==> src/rtl/scan_gate_pkg.sv <==
// Shared types for the scan gate.
// Assumes: nothing beyond IEEE 1800-2017.
package scan_gate_pkg;
    // Run state of the gate: not yet loaded, running, budget used up.
    typedef enum logic [1:0] {
        GS_IDLE = 2'd0,
        GS_RUN  = 2'd1,
        GS_DONE = 2'd2
    } gate_state_e;
endpackage

==> src/rtl/scan_gate_phase.sv <==
// Frame position counter. It tracks where the next accepted sample falls
// within a frame of chans*(space+1) samples, and reports whether that
// position lies inside the scan window (below chans).
// Assumes: chans >= 1; restart takes priority over step.
module scan_gate_phase #(
    parameter int LEN_W = 5,
    parameter int SPC_W = 10
) (
    input  logic             clk,
    input  logic             rst_n,
    input  logic             restart,
    input  logic             step,
    input  logic [LEN_W-1:0] chans,
    input  logic [SPC_W-1:0] space,
    output logic             pass
);
    localparam int GRP_W = LEN_W + SPC_W;

    logic [GRP_W-1:0] grp_len;
    logic [GRP_W-1:0] pos_q;
    logic             last;

    // Frame length, and whether the current position is the last one in the frame.
    always_comb begin
        grp_len = GRP_W'(chans) * (GRP_W'(space) + GRP_W'(1));
        last    = (pos_q == grp_len - GRP_W'(1));
        pass    = (pos_q < GRP_W'(chans));
    end

    // Move the position on each accepted sample, wrapping at the frame length.
    always_ff @(posedge clk) begin
        if (!rst_n)       pos_q <= '0;
        else if (restart) pos_q <= '0;
        else if (step)    pos_q <= last ? '0 : pos_q + GRP_W'(1);
    end

    // the position always lies inside the frame.
    a_r1_pos_in_group: assert property (@(posedge clk) disable iff (!rst_n)
        (grp_len != '0) |-> (pos_q < grp_len));
    // the position holds while no sample is accepted.
    a_r4_pos_hold: assert property (@(posedge clk) disable iff (!rst_n)
        (!step && !restart) |=> $stable(pos_q));
    // after the last position of a frame comes position zero.
    a_r1_wrap: assert property (@(posedge clk) disable iff (!rst_n)
        (step && last && !restart) |=> (pos_q == '0));
endmodule

==> src/rtl/scan_gate_budget.sv <==
// Sample budget and run state. A restart loads the total and the mode.
// In counted mode each accepted sample uses one unit of the budget, and
// reaching zero ends the run.
// Assumes: step is only raised while the state is GS_RUN.
module scan_gate_budget
    import scan_gate_pkg::*;
#(
    parameter int STOP_W = 31
) (
    input  logic              clk,
    input  logic              rst_n,
    input  logic              restart,
    input  logic [STOP_W-1:0] total,
    input  logic              continuous,
    input  logic              step,
    output gate_state_e       state
);
    logic [STOP_W-1:0] rem_q;
    logic              cont_q;
    gate_state_e       state_q;

    assign state = state_q;

    // Load the budget on restart; use it up on each accepted sample in counted mode.
    always_ff @(posedge clk) begin
        if (!rst_n) begin
            rem_q   <= '0;
            cont_q  <= 1'b0;
            state_q <= GS_IDLE;
        end else if (restart) begin
            rem_q   <= total;
            cont_q  <= continuous;
            state_q <= (!continuous && total == '0) ? GS_DONE : GS_RUN;
        end else if (step && !cont_q) begin
            rem_q <= rem_q - STOP_W'(1);
            if (rem_q == STOP_W'(1)) state_q <= GS_DONE;
        end
    end

    // continuous mode never ends.
    a_r7_cont_never_done: assert property (@(posedge clk) disable iff (!rst_n)
        cont_q |-> (state_q != GS_DONE));
    // each counted sample uses exactly one unit.
    a_r5_count_down: assert property (@(posedge clk) disable iff (!rst_n)
        (step && !cont_q && !restart) |=> (rem_q == $past(rem_q) - STOP_W'(1)));
    // done holds until the next load.
    a_r6_done_sticky: assert property (@(posedge clk) disable iff (!rst_n)
        (state_q == GS_DONE && !restart) |=> (state_q == GS_DONE));
endmodule

==> src/rtl/scan_gate_out.sv <==
// Output register. It captures a sample when fire is high and raises
// out_valid for one cycle. The last sample stays on out_data between fires.
// Assumes: the downstream consumer is always ready.
module scan_gate_out #(
    parameter int DATA_W = 16
) (
    input  logic              clk,
    input  logic              rst_n,
    input  logic              fire,
    input  logic [DATA_W-1:0] din,
    output logic              out_valid,
    output logic [DATA_W-1:0] out_data
);
    // Register the forwarded sample and its one-cycle valid strobe.
    always_ff @(posedge clk) begin
        if (!rst_n) begin
            out_valid <= 1'b0;
            out_data  <= '0;
        end else begin
            out_valid <= fire;
            if (fire) out_data <= din;
        end
    end

    // the output carries the fired sample one cycle later.
    a_r3_data_follows: assert property (@(posedge clk) disable iff (!rst_n)
        fire |=> (out_valid && out_data == $past(din)));
    // no valid without a fire in the cycle before.
    a_r3_no_spurious: assert property (@(posedge clk) disable iff (!rst_n)
        !fire |=> !out_valid);
endmodule

==> src/rtl/scan_gate.sv <==
// Scan decimating sample gate, top level. It latches the configuration on
// load, decides which samples are accepted, and ties together the frame
// position, the budget and the output register.
// Assumes: cfg_chans >= 1; the input stream has no backpressure.
module scan_gate
    import scan_gate_pkg::*;
#(
    parameter int DATA_W = 16,
    parameter int LEN_W  = 5,
    parameter int SPC_W  = 10,
    parameter int SCAN_W = 16
) (
    input  logic              clk,
    input  logic              rst_n,
    input  logic              cfg_load,
    input  logic [LEN_W-1:0]  cfg_chans,
    input  logic [SPC_W-1:0]  cfg_space,
    input  logic [SCAN_W-1:0] cfg_scans,
    input  logic              cfg_continuous,
    input  logic              in_valid,
    input  logic [DATA_W-1:0] in_data,
    output logic              out_valid,
    output logic [DATA_W-1:0] out_data,
    output logic              done
);
    localparam int STOP_W = LEN_W + SPC_W + SCAN_W;

    logic [LEN_W-1:0]  chans_q;
    logic [SPC_W-1:0]  space_q;
    logic [STOP_W-1:0] total;
    logic              accept;
    logic              pass;
    logic              fire;
    gate_state_e       state;

    // Latch the frame shape on load.
    always_ff @(posedge clk) begin
        if (!rst_n) begin
            chans_q <= LEN_W'(1);
            space_q <= '0;
        end else if (cfg_load) begin
            chans_q <= cfg_chans;
            space_q <= cfg_space;
        end
    end

    // Budget total, and the accept/forward decision for the current input.
    always_comb begin
        total  = STOP_W'(cfg_scans) * STOP_W'(cfg_chans) * (STOP_W'(cfg_space) + STOP_W'(1));
        accept = in_valid && (state == GS_RUN) && !cfg_load;
        fire   = accept && pass;
    end

    assign done = (state == GS_DONE);

    scan_gate_phase #(.LEN_W(LEN_W), .SPC_W(SPC_W)) u_phase (
        .clk     (clk),
        .rst_n   (rst_n),
        .restart (cfg_load),
        .step    (accept),
        .chans   (chans_q),
        .space   (space_q),
        .pass    (pass)
    );

    scan_gate_budget #(.STOP_W(STOP_W)) u_budget (
        .clk        (clk),
        .rst_n      (rst_n),
        .restart    (cfg_load),
        .total      (total),
        .continuous (cfg_continuous),
        .step       (accept),
        .state      (state)
    );

    scan_gate_out #(.DATA_W(DATA_W)) u_out (
        .clk       (clk),
        .rst_n     (rst_n),
        .fire      (fire),
        .din       (in_data),
        .out_valid (out_valid),
        .out_data  (out_data)
    );

    // nothing is forwarded once done.
    a_r6_quiet_after_done: assert property (@(posedge clk) disable iff (!rst_n)
        (done && !cfg_load) |=> !out_valid);
    // nothing is forwarded before the first load.
    a_r9_idle_quiet: assert property (@(posedge clk) disable iff (!rst_n)
        (state == GS_IDLE) |=> !out_valid);
    // with zero spacing every accepted sample is forwarded.
    a_r2_all_pass: assert property (@(posedge clk) disable iff (!rst_n)
        (accept && space_q == '0) |=> out_valid);
    // a sample arriving with a load is dropped.
    a_r8_load_drops: assert property (@(posedge clk) disable iff (!rst_n)
        cfg_load |=> (!out_valid && !($past(in_valid) && out_valid)));
endmodule

==> config.mk <==
export PLATFORM = sky130hd
export DESIGN_NAME = scan_gate
export DESIGN_NICKNAME = d
export VERILOG_FILES = /design/src/rtl/scan_gate_pkg.sv /design/src/rtl/scan_gate_phase.sv /design/src/rtl/scan_gate_budget.sv /design/src/rtl/scan_gate_out.sv /design/src/rtl/scan_gate.sv
export SDC_FILE = /design/constraint.sdc
export NUM_CORES = 1
export LEC_CHECK = 0
export BUFFER_PORTS_ARGS = -buffer_cell sky130_fd_sc_hd__buf_4
export CAP_MARGIN = 20
export CORE_ASPECT_RATIO = 0.5
export CORE_MARGIN = 2
export CORE_UTILIZATION = 45
export CTS_CLUSTER_SIZE = 30
export DETAILED_ROUTE_END_ITERATION = 7
export GPL_ROUTABILITY_DRIVEN = 0
export PLACE_DENSITY = 0.62
export SLEW_MARGIN = 0
export SYNTH_ARGS = -nofsm -noshare
export SYNTH_HDL_FRONTEND = slang
export SYNTH_SLANG_ARGS = --single-unit
==> constraint.sdc <==
create_clock -name clk -period 26.6 [get_ports clk]
set_clock_uncertainty 0.2 [all_clocks]
set_input_delay 5.32 -clock clk [delete_from_list [all_inputs] [get_ports clk]]
set_output_delay 5.32 -clock clk [all_outputs]
set_load 0.1 [all_outputs]
==> metrics, run 1 <==
simple-gate share of the synthesized area=21.4%; fin. max-slew vios=0; leading post-synthesis cells by cell area=fa_1 (31%), ha_1 (11%), dfxtp_1 (10%); ANT nets after route=0; Fmax=67.5 MHz; CP arrival=14,850 ps; Bufs on Longest Clock Path=2; Post-Syn Instances=1,871; core area=34,400 um2; die area=36,300 um2; HP Class=reg2reg; final worst-path cycle share=55.7%; post-CTS setup buffer count=0; Post-Synth XOR/XNOR Area=7.01%; most frequent cells after synthesis=inv_1 (274), fa_1 (241), nor2_1 (233); GRT Residual Overflow=0; Boundary Pins=70; RSZ-0062 raised after global routing=no; post-synthesis adder-cell area fraction=41.5%; Worst-path clk slew=60 ps; ys async rst share=0%; Synth Cell Area=15,600 um2; WL final=40,400 um; Final Util=49.3%; Worst Tran Pin Value=1170 ps; slowest cell on the critical path=xnor2_1; fillcell total=3,429; Register Area=1620 um2; All-Layer GR Usage=23.2%; Post-Syn Nets=2,297; Buf/Inv on CP=4; Post-synth EDFFs=0; multiplexer area fraction after synthesis=2.70%; largest net degree at the start of global routing=56; synth unique cells=69; Synth Warn #=0; Crit path required time=26,650 ps; H-tree depth=3; CTS resizes=0; Seq cells post-synth=81; Remaining DRCs=0; crit path kind=in2reg; global-route wire length before repair=66,100 um; post-synth top area share=30.9%; Via Count=12,705; Setup crit start kind=input port; std cell rows=48; CTS Hold Bufs=0; register area share after synthesis=10.4%; Post-DP HPWL=32,800 um; Starting Density=45.5%; layout cells sized above 1=7.42%; DRT iter0 DRCs=651; crit-path most repeated cell=fa_1; status=complete, no violations; ys flop type=dfxtp_1; Slew headroom=21.8%; CP delay by family, top=adder cells; vias in the first global route=12,776; initial antenna violation count=0; Multi-input gate area=12,700 um2; chip width=268 um; syn avg cell area=8.35 um2; Num CTS Buffers=9; clk root buf=clkbuf_16; Setup TNS=0 ps; Max Cap Violations=0; TritonCTS clock tree=built; Final nets=2,335; Clock Latency Late Sink=370 ps; area grow syn2layout=8.27%; Antenna diodes=0; 1st-pass router iterations=7; DR WL/cell=16.9 um; Num Clock Sinks=81; Via density=5.32; CP Max Fanout=17; top cell type by total area after synthesis=fa_1; PortBufs=69; hold slack final=292 ps; crit end category=flop; endpoints failing setup=0; most frequent cell after synthesis=inv_1; Die Y=136 um; Crit path largest cell delay=790 ps; main combinational cell family by area after synthesis=adder cells; post-synthesis compound-gate area fraction=8.53%; post-layout min period=14,810 ps; final hold violation count=0
-- registers in the layout (all words and copies together), names as in the netlist --
signal and count:
u_budget.rem_q 31, u_out.out_data 16, u_phase.pos_q 15, space_q 10, chans_q 5, u_budget.state 2, u_budget.cont_q 1, u_out.out_valid 1
-- worst paths after layout --
kind	from	slack (ps)	to	cells past startpoint
worst min register to register	u_out.out_data[1]	290	u_out.out_data[1]	2
worst max-delay path	cfg_chans[2]	11790	u_budget.state[0]	33
worst min-delay path	u_out.out_data[1]	290	u_out.out_data[1]	2
worst max register to register	space_q[0]	20640	u_phase.pos_q[9]	19
-- cell type report --
type / count / area share (%)
clock buffer: 10 / 1.41
clock inverter: 5 / 0.237
inverter: 276 / 6.12
multi-input combinational: 1448 / 75.0
sequential: 81 / 9.58
tap: 475 / 3.51
timing repair buffer: 93 / 4.13
-- worst min-delay path: stages (launching register included) --
cell     delay, ps
dfxtp_1        320
mux2i_1         60
nor2_1          70
-- routing by layer --
layer	up-vias	global-route usage, %	share of wire [%]
met5	-	3.51	0.44
met3	51	4.71	6.2
met1	6284	30.6	45
met2	299	38.7	46
li1	6069	-	-
met4	2	6.24	2.3
-- stage by stage --
step,setup slack [ps],instances,instance area [um2]
after floorplan,12410,1871,15600
after global placement,11680,2372,16600
after detailed placement,11510,2372,16600
after CTS,11880,2387,16900
after global routing,11180,2388,16900
final,11790,2388,16900
-- kinds of logic after synthesis --
group / after synthesis
AOI/OAI and AO/OA: 202
xor gates and xnor gates: 125
adders and majority gates: 374
buffers and inverters: 342
and+or+nand+nor: 705
muxes: 42
DFF: 81
-- layout by cell type (no fill, tap or decap), drive strengths merged, types with 5 or more instances in the layout --
cell,instances
nand4,14
mux2i,41
o211ai,6
inv,278
xor2,57
clkbuf,10
nand2b,23
and3,13
fa,241
nor3,36
buf,93
o21ai,35
o31ai,8
a21oi,54
dfxtp,81
and2,80
or4,9
nor4,14
or2,11
or3,14
ha,133
o2111ai,5
a31oi,13
o21a,14
nand2,195
nand3,34
nor2b,15
nor2,233
a211oi,14
xnor2,68
a21o,15
Power of run 1 is left out: the tool's default activity adds up to more than one toggle a clock period on the data nets, which glitch-free logic cannot reach.
==> run 2: changes to the inputs <==
Settings changed: ABC_AREA from default to 1, PLACE_DENSITY 0.62 to 0.65.
Clock period 26.6 ns to 13.1 ns, I/O delays scaled along.
==> run 2 against run 1 <==
Final cell count increased by 19%. Critical path type unchanged. Hold slack got worse by 2.9 ps. Highest routed layer is now met4. Utilization decreased by 0.13 points. Synthesized area increased by 5.0%.
==> metrics, run 2 <==
Fmax=87.8 MHz; core area=35,900 um2; TritonCTS clock tree=built; initial antenna violation count=0; worst reg2reg path startpoint=space_q[0]; most frequent cells after synthesis=nand2_1 (508), inv_1 (473), nor2_1 (301); CTS Hold Bufs=0; DRT iter0 DRCs=796; crit path kind=in2reg; ys flop type=dfxtp_1; ys async rst share=0%; Seq cells post-synth=81; endpoints failing setup=0; Crit path required time=13,160 ps; Post-Syn Instances=2,327; GRT Residual Overflow=0; most frequent cell after synthesis=nand2_1; Clock Latency Late Sink=360 ps; post-synth top area share=29.4%; Die Y=139 um; fillcell total=3,676; Final Util=49.1%; Largest Register=u_budget.rem_q; 1st-pass router iterations=5; register area share after synthesis=9.88%; leading post-synthesis cells by cell area=fa_1 (29%), nand2_1 (12%), inv_1 (11%); clk root buf=clkbuf_16; most common cell after layout, fill and taps aside=nand2_1; biggest regs=u_budget.rem_q (31), u_out.out_data (16), u_phase.pos_q (15); Crit path largest cell delay=860 ps; syn avg cell area=7.05 um2; die area=38,100 um2; Setup TNS=0 ps; area grow syn2layout=7.53%; Slew headroom=26.3%; RR Endpoint=u_phase.pos_q[5]; Setup crit start kind=input port; fin. max-slew vios=0; Post-synth EDFFs=0; Num Clock Sinks=81; synth unique cells=58; Synth Warn #=0; pre-CTS setup slack=1430 ps; post-CTS setup buffer count=0; Boundary Pins=70; Post-Syn Nets=2,753; HP Class=reg2reg; layout cells sized above 1=6.44%; RSZ-0062 raised after global routing=no; std cell rows=49; Bufs on Longest Clock Path=2; vias in the first global route=14,641; final worst-path cycle share=86.9%; status=complete, no violations; CP arrival=11,440 ps; top cell type by total area after synthesis=fa_1; Starting Density=45.7%; Num CTS Buffers=9; post-layout min period=11,380 ps; final worst slack=1720 ps; crit path to=u_budget.state[0]; final hold violation count=0; Max Cap Violations=0; most frequent cells in the layout=nand2_1 (508), inv_1 (473), nor2_1 (301), fa_1 (241), ha_1 (133); crit end category=flop; Via density=5.08; worst setup path start=cfg_chans[2]; DR WL/cell=14.4 um; Reg2Reg Depth=28; WL final=41,000 um; Post-DP HPWL=34,000 um; ANT nets after route=0; Final nets=2,780; Worst-path clk slew=70 ps; slowest cell on the critical path=xor2_1; Synth Cell Area=16,400 um2; largest net degree at the start of global routing=50; H-tree depth=3; Remaining DRCs=0; PortBufs=69; worst reg2reg setup slack=7630 ps; CTS resizes=0; All-Layer GR Usage=22.6%; Worst Tran Pin Value=1100 ps; hold depth=2; Antenna diodes=0; Via Count=14,446; CP Max Fanout=17; chip width=274 um; global-route wire length before repair=70,600 um; max FFs per register=31
## run 2: routing by layer
metal | global-route usage [%] | share of wire, % | up-vias
li1 | - | - | 7136
met1 | 31.0 | 48 | 6920
met2 | 38.5 | 46 | 348
met3 | 2.29 | 4.6 | 42
met4 | 5.01 | 1.7 | 0
met5 | 0 | 0 | -
## run 2: worst min-delay path by stage
stage                       startpoint  slack (ps)                  to
finish              u_budget.rem_q[28]         290  u_budget.rem_q[28]
global route         u_budget.state[1]         320   u_budget.state[1]
CTS                 u_budget.rem_q[28]         290  u_budget.rem_q[28]
detailed placement  u_budget.rem_q[28]         270  u_budget.rem_q[28]
global placement     u_budget.rem_q[5]         260   u_budget.rem_q[5]
floorplan            u_budget.state[1]         240   u_budget.state[1]
## run 2: cell families (layout without fill, tap and decap cells)
family / after synthesis / in the layout / synth area share [%]
adders and majority gates: 374 / 374 / 39.5
DFF: 81 / 81 / 9.88
xor gates and xnor gates: 77 / 77 / 4.11
AOI/OAI and AO/OA: 230 / 230 / 7.82
buffers and inverters: 561 / 593 / 12.9
and+or+nand+nor: 1004 / 1004 / 25.7
## run 2: critical path, delay by kind of cell
kind | cells | cell delay (ps)
adder cells (fa/ha/maj) | 10 | 4650
AND/OR/NAND/NOR | 17 | 1790
AO/OA/AOI/OAI | 6 | 1030
XOR/XNOR | 1 | 860
buffers and inverters | 5 | 470
## run 2: area by class of cell
class | count | area [um2] | area share [%]
Clock inverter | 6 | 50.0 | 0.284
Tap cell | 484 | 606 | 3.43
Sequential cell | 81 | 1620 | 9.19
Multi-Input combinational cell | 1685 | 12700 | 71.8
Timing Repair Buffer | 82 | 616 | 3.49
Inverter | 495 | 1860 | 10.5
Clock buffer | 10 | 229 | 1.30
## run 2: per-stage QoR
stage / instances / instance area (um2) / hold WS, ps
after detailed placement: 2827 / 17400 / 274
final: 2843 / 17600 / 289
after floorplan: 2327 / 16400 / 244
after global routing: 2843 / 17600 / 321
after CTS: 2843 / 17600 / 286
after global placement: 2827 / 17400 / 263
Power of run 2 is left out for the same reason.
